<file path="config.mk">
export PLATFORM = sky130hd
export DESIGN_NAME = dp_alu
export DESIGN_NICKNAME = d
export VERILOG_FILES = /design/src/rtl/dp_alu_pkg.sv /design/src/rtl/dp_alu_opsel.sv /design/src/rtl/dp_alu_core.sv /design/src/rtl/dp_alu_regs.sv /design/src/rtl/dp_alu.sv
export SDC_FILE = /design/constraint.sdc
export NUM_CORES = 1
export LEC_CHECK = 0
export BUFFER_PORTS_ARGS = -buffer_cell sky130_fd_sc_hd__buf_2
export CORE_MARGIN = 3
export CORE_UTILIZATION = 45
export DETAILED_ROUTE_END_ITERATION = 10
export PLACE_DENSITY_LB_ADDON = 0.12
export SLEW_MARGIN = 20
export SYNTH_ARGS = -nofsm -noshare
export SYNTH_HDL_FRONTEND = slang
export SYNTH_SLANG_ARGS = --single-unit
</file>
<file path="constraint.sdc">
create_clock -name clk -period 9.3 [get_ports clk]
set_input_delay 1.86 -clock clk [delete_from_list [all_inputs] [get_ports clk]]
set_output_delay 1.86 -clock clk [all_outputs]
set_load 0.05 [all_outputs]
</file>
<file path="src/rtl/dp_alu_pkg.sv">
package dp_alu_pkg;

  typedef enum logic [1:0] {
    CLS_ARITH      = 2'b00,
    CLS_LOGIC      = 2'b01,
    CLS_SHIFT      = 2'b10,
    CLS_SHIFT_LINK = 2'b11
  } op_cls_e;

  typedef enum logic [1:0] {
    LG_OR   = 2'b00,
    LG_XOR  = 2'b01,
    LG_AND  = 2'b10,
    LG_NONE = 2'b11
  } lg_op_e;

  typedef enum logic [1:0] {
    ASRC_PC   = 2'b00,
    ASRC_DST  = 2'b01,
    ASRC_SRC  = 2'b10,
    ASRC_ZERO = 2'b11
  } a_src_e;

  // Bit 4 = Z ... bit 0 = C
  typedef struct packed {
    logic z;
    logic l;
    logic n;
    logic f;
    logic c;
  } flags_t;

  localparam int FLAG_W = 5;

endpackage

</file>
<file path="src/rtl/dp_alu_opsel.sv">
module dp_alu_opsel
  import dp_alu_pkg::*;
#(
  parameter int WIDTH = 16
) (
  input  a_src_e             a_src,
  input  logic               b_imm,
  input  logic [WIDTH-1:0]   pc_val,
  input  logic [WIDTH-1:0]   rdst_val,
  input  logic [WIDTH-1:0]   rsrc_val,
  input  logic [WIDTH-1:0]   imm_val,
  output logic [WIDTH-1:0]   opa,
  output logic [WIDTH-1:0]   opb
);

  always_comb begin
    case (a_src)
      ASRC_PC:   opa = pc_val;
      ASRC_DST:  opa = rdst_val;
      ASRC_SRC:  opa = rsrc_val;
      ASRC_ZERO: opa = '0;
      default:   opa = '0;
    endcase
    opb = b_imm ? imm_val : rsrc_val;
  end

endmodule

</file>
<file path="src/rtl/dp_alu_core.sv">
module dp_alu_core
  import dp_alu_pkg::*;
#(
  parameter int WIDTH   = 16,
  parameter int SHAMT_W = 4
) (
  input  op_cls_e            cls,
  input  lg_op_e             lgop,
  input  logic               shift_arith,
  input  logic               carry_in,
  input  logic               add_mode,
  input  logic               cmp_mode,
  input  logic               shift_imm,
  input  logic [WIDTH-1:0]   opa,
  input  logic [WIDTH-1:0]   opb,
  input  logic [SHAMT_W-1:0] sh_reg,
  input  logic [SHAMT_W-1:0] sh_imm,
  output logic [WIDTH-1:0]   result,
  output logic               result_valid,
  output flags_t             flags_nx
);

  localparam int EXT_W = WIDTH + 2;
  localparam int MAG_W = SHAMT_W + 1;

  // Unsigned sum with two guard bits: low bits are the result, top bits the carry.
  function automatic logic [EXT_W-1:0] sum_unsigned(
    input logic [WIDTH-1:0] a, input logic [WIDTH-1:0] bx, input logic [1:0] k);
    return {2'b00, a} + {2'b00, bx} + {{WIDTH{1'b0}}, k};
  endfunction

  // Signed sum with two guard bits; returns the top three bits only.
  function automatic logic [2:0] sum_signed_top(
    input logic [WIDTH-1:0] a, input logic [WIDTH-1:0] bx, input logic [1:0] k);
    logic [EXT_W-1:0] s;
    s = {{2{a[WIDTH-1]}}, a} + {{2{bx[WIDTH-1]}}, bx} + {{WIDTH{1'b0}}, k};
    return s[EXT_W-1:WIDTH-1];
  endfunction

  function automatic logic [WIDTH-1:0] logic_op(
    input lg_op_e op, input logic [WIDTH-1:0] a, input logic [WIDTH-1:0] b);
    case (op)
      LG_OR:   return a | b;
      LG_XOR:  return a ^ b;
      LG_AND:  return a & b;
      default: return '0;
    endcase
  endfunction

  // Signed amount: positive shifts left, negative shifts right by the magnitude.
  function automatic logic [WIDTH-1:0] shift_op(
    input logic [WIDTH-1:0] a, input logic [SHAMT_W-1:0] amt, input logic arith);
    logic [MAG_W-1:0] mag;
    if (amt[SHAMT_W-1]) begin
      mag = {1'b0, ~amt} + MAG_W'(1);
      if (arith) return $unsigned($signed(a) >>> mag);
      else       return a >> mag;
    end
    mag = {1'b0, amt};
    return a << mag;
  endfunction

  // Named internal events
  logic                 cmp_active;
  logic                 arith_sel;
  logic                 eff_add;
  logic                 eff_cin;
  logic [WIDTH-1:0]     b_x;
  logic [1:0]           k_in;
  logic [EXT_W-1:0]     sum_u;
  logic [2:0]           sum_s_top;
  logic                 carry_out;
  logic                 overflow;
  logic [SHAMT_W-1:0]   sh_amt;
  logic [WIDTH-1:0]     shifted;
  logic [WIDTH-1:0]     logic_res;

  always_comb begin
    arith_sel  = (cls == CLS_ARITH);
    cmp_active = arith_sel && cmp_mode;
    eff_add    = add_mode && !cmp_active;
    eff_cin    = carry_in && !cmp_active;
    b_x        = eff_add ? opb : ~opb;
    k_in       = {1'b0, !eff_add} + {1'b0, eff_cin};
    sum_u      = sum_unsigned(opa, b_x, k_in);
    sum_s_top  = sum_signed_top(opa, b_x, k_in);
    carry_out  = |sum_u[EXT_W-1:WIDTH];
    overflow   = (sum_s_top[2] != sum_s_top[1]) || (sum_s_top[1] != sum_s_top[0]);
    sh_amt     = shift_imm ? sh_imm : sh_reg;
    shifted    = shift_op(opa, sh_amt, shift_arith);
    logic_res  = logic_op(lgop, opa, opb);

    case (cls)
      CLS_ARITH:      result = sum_u[WIDTH-1:0];
      CLS_LOGIC:      result = logic_res;
      CLS_SHIFT:      result = shifted;
      CLS_SHIFT_LINK: result = shifted;
      default:        result = '0;
    endcase
    result_valid = !cmp_active;

    flags_nx.z = (opa == opb);
    flags_nx.l = (opa < opb);
    flags_nx.n = ($signed(opa) < $signed(opb));
    flags_nx.f = arith_sel && overflow;
    flags_nx.c = arith_sel && carry_out;
  end

endmodule

</file>
<file path="src/rtl/dp_alu_regs.sv">
module dp_alu_regs
  import dp_alu_pkg::*;
#(
  parameter int WIDTH = 16
) (
  input  logic             clk,
  input  logic             clr,
  input  logic             flag_we,
  input  logic             res_we,
  input  logic [WIDTH-1:0] result,
  input  logic             result_valid,
  input  flags_t           flags_nx,
  output logic [WIDTH-1:0] res_q,
  output flags_t           flags_q
);

  always_ff @(posedge clk) begin
    if (clr) begin
      res_q   <= '0;
      flags_q <= '0;
    end else begin
      if (flag_we)
        flags_q <= flags_nx;
      if (res_we && result_valid)
        res_q <= result;
    end
  end

endmodule

</file>
<file path="src/rtl/dp_alu.sv">
module dp_alu
  import dp_alu_pkg::*;
#(
  parameter int WIDTH   = 16,
  parameter int SHAMT_W = 4
) (
  input  logic                 clk,
  input  logic                 clr,
  input  logic [1:0]           op_class,
  input  logic [1:0]           logic_sel,
  input  logic                 shift_arith,
  input  logic                 carry_in,
  input  logic                 add_mode,
  input  logic                 cmp_mode,
  input  logic [1:0]           a_sel,
  input  logic                 b_sel_imm,
  input  logic                 shift_src_imm,
  input  logic [WIDTH-1:0]     pc_val,
  input  logic [WIDTH-1:0]     rdst_val,
  input  logic [WIDTH-1:0]     rsrc_val,
  input  logic [WIDTH-1:0]     imm_val,
  input  logic                 flag_we,
  input  logic                 res_we,
  output logic [WIDTH-1:0]     result,
  output logic                 result_valid,
  output logic [WIDTH-1:0]     res_q,
  output logic [FLAG_W-1:0]    flags_q
);

  logic [WIDTH-1:0] opa;
  logic [WIDTH-1:0] opb;
  flags_t           flags_nx;
  flags_t           flags_r;

  dp_alu_opsel #(.WIDTH(WIDTH)) opsel_i (
    .a_src    (a_src_e'(a_sel)),
    .b_imm    (b_sel_imm),
    .pc_val   (pc_val),
    .rdst_val (rdst_val),
    .rsrc_val (rsrc_val),
    .imm_val  (imm_val),
    .opa      (opa),
    .opb      (opb)
  );

  dp_alu_core #(.WIDTH(WIDTH), .SHAMT_W(SHAMT_W)) core_i (
    .cls          (op_cls_e'(op_class)),
    .lgop         (lg_op_e'(logic_sel)),
    .shift_arith  (shift_arith),
    .carry_in     (carry_in),
    .add_mode     (add_mode),
    .cmp_mode     (cmp_mode),
    .shift_imm    (shift_src_imm),
    .opa          (opa),
    .opb          (opb),
    .sh_reg       (rsrc_val[SHAMT_W-1:0]),
    .sh_imm       (imm_val[SHAMT_W-1:0]),
    .result       (result),
    .result_valid (result_valid),
    .flags_nx     (flags_nx)
  );

  dp_alu_regs #(.WIDTH(WIDTH)) regs_i (
    .clk          (clk),
    .clr          (clr),
    .flag_we      (flag_we),
    .res_we       (res_we),
    .result       (result),
    .result_valid (result_valid),
    .flags_nx     (flags_nx),
    .res_q        (res_q),
    .flags_q      (flags_r)
  );

  assign flags_q = flags_r;

endmodule

</file>
==> metrics.txt <==
Post-CTS Hold Fix Bufs=0; total track usage=0.281; number of port buffers=117; Synthesized Nets=926; critical path fanouts, max=19; Post-Syn Instances=776; async set-reset flop share out of synthesis=0; H-tree Lvls=1; Gates resized, CTS repair=0; Die W=121 um; total setup buffers inserted after CTS=0; clock latency on the worst-skew pair=0.25 ns; fmax=122 MHz; number of inserted diodes=0; DIE AREA=14600 um^2; final wirelength=20900 um; Synth cell types=81; Slew @ Worst Pin=0.998 ns; clk root buf=clkbuf_16; Worst Skew=0 ns; share of layout cells above drive strength 1=0.219; unrepaired setup endpoints after global routing=no; largest net degree at the start of global routing=26; WS Path Type=in2out; CTS tree=yes; non-filler cells, final=1034; Rel. slew slack=0.330; Arrival @ worst endpoint=6.32 ns; vias in the first global route=5991; Bufs and invs on worst path=3; Setup violations, final=0; hold path start=regs_i.flags_q[1]; DRT iter0 DRCs=628; post-placement cell count=1030; Core Util, Final=0.525; starting density of the core=0.466; Top Ports=118; worst stage delay on the critical path=0.46 ns; register area share after synthesis=0.0710; Layout Area Growth over Synthesis=12.8%; TNS Setup=0 ns; CP startpoint kind=input port; routed length per instance=20.3 um; Clk pin slew, worst setup/hold paths=0.06 ns; Post-synth EDFFs=0; row cnt=41; Via Count=6295; top_reg_cell synth=dfxtp_1; cell family with the largest share of critical-path delay=compound AO/OA/AOI/OAI gates; Yosys top cell area share=0.144; #FFs+latches synth=21; setup slack, reg-to-reg=8.57 ns; DRC=0; RD Place Congestion=1.01; Final Slew Violations=0; routed vias/inst=6.09; clock period minus worst slack=8.18 ns; Routed Antenna Nets=0; DP HPWL=16800 um; clk buf depth=2; crit path cell chain=buf_2, nor2b_1, buf_4, o2bb2ai_1, ha_1, a21oi_2, a21oi_4, o41ai_2, xor2_1, or3b_4, or3_1, a32oi_1, nand2_1, buf_2; Setup crit start=a_sel[1]; Post-Syn Area=5920 um^2; maxcap violations=0; largest cells by area after synthesis=ha_1 (14%), mux2i_1 (14%), dfxtp_1 (7.1%); Sink Count=21; initial antenna violation count=0; worst vdd ir=0.0857 mV; core area=12700 um^2; DRT Pass-1 Iters=5; Setup WS post-layout=1.12 ns; status=finished, final reports clean; dpl cell area=6600 um^2; Lkg Pwr=3.09 nW; Num CTS Buffers=3; P per Cell Area=134 nW/um^2; Ys Warns=0; global-route wire length before repair=32600 um; fin crit share=0.879; Die H=121 um; Final Hold Vio Count=0; area leader, netlist=ha_1; syn avg cell area=7.63 um^2; overflow left after global routing=0; commonest non-fill, non-tap cell in the layout=buf_2; CP Capture Type=output port; Hold Crit Class=reg2reg; design area=6680 um^2; fin nets=1013; commonest non-fill, non-tap cells in the layout=buf_2 (117), mux2i_1 (82), nor2_1 (79); cell mode on critical path=buf_2; Worst Path Required=7.44 ns; reg2reg start=regs_i.res_q[7]; critical path's slowest cell=nor2b_1; Setup WS pre-CTS=1.18 ns
-- final cells by class --
| type | instances | area [um^2] |
|---|---|---|
| clock inverter | 1 | 5.00 |
| fill | 1301 | 6040 |
| timing repair buffer | 129 | 676 |
| tap | 172 | 215 |
| sequential | 21 | 420 |
| clock buffer | 3 | 75.1 |
| multi-input combinational | 648 | 5060 |
| inverter | 60 | 228 |
-- tightest hold or removal path: stages, from the launching register on --
cell and delay (ns):
dfxtp_1 0.33, nand2_1 0.06, o31ai_2 0.05
-- Yosys cell counts, types with 7 or more instances --
library cell	count
mux2i_1	82
nor2_1	79
ha_1	68
nand2_1	58
a21oi_1	55
inv_1	55
xnor2_1	34
o21ai_0	33
clkbuf_1	27
dfxtp_1	21
nor3_1	19
mux4_2	13
nand3_1	12
o211ai_1	12
mux2_2	11
o2bb2ai_1	10
buf_2	9
nand2b_1	9
o21a_1	9
xor2_1	9
o21bai_1	8
nand4_1	7
-- registers in the layout, indices dropped and copies added, names as in the netlist --
register and flops:
regs_i.res_q 16, regs_i.flags_q 5
-- report_power, final --
group          total, mW  internal [mW]  leakage [nW]  switching (mW)
Clock             0.0892         0.0576        0.0409          0.0315
Sequential         0.103         0.0984         0.173         0.00421
Combinational      0.701          0.245          2.87           0.456
-- routing by layer --
metal / wire length (um) / global-route usage / vias up
met3: 1340 / 0.0271 / 52
met5: 0 / 0 / -
met4: 688 / 0.0800 / 0
met2: 9890 / 0.475 / 250
li1: - / - / 2988
met1: 9030 / 0.380 / 3005
-- cells by family (layout without fill, tap and decap cells) --
logic type               after synthesis  count (layout)  share of synthesized area
buffers and inverters                107             193                     0.0752
flip-flops                            21              21                     0.0710
AND/OR/NAND/NOR                      224             224                      0.182
XOR/XNOR                              43              43                     0.0636
multiplexers                         108             108                      0.213
AO/OA/AOI/OAI                        203             203                      0.246
adder cells (fa/ha/maj)               70              70                      0.150
-- metrics by stage --
stage,hold slack [ns],total power [mW]
CTS,0.469,0.884
floorplan,0.672,0.623
finish,0.465,0.893
global route,0.502,0.956
global placement,0.450,0.784
detailed placement,0.455,0.792
-- path summary, 6_finish.rpt --
| kind | endpoint | depth (start not counted) |
|---|---|---|
| max reg2reg | regs_i.res_q[7] | 2 |
| min reg2reg | regs_i.flags_q[1] | 2 |
| min | regs_i.flags_q[1] | 2 |
| max | result[14] | 14 |
Power figures use the tool's default switching activity.
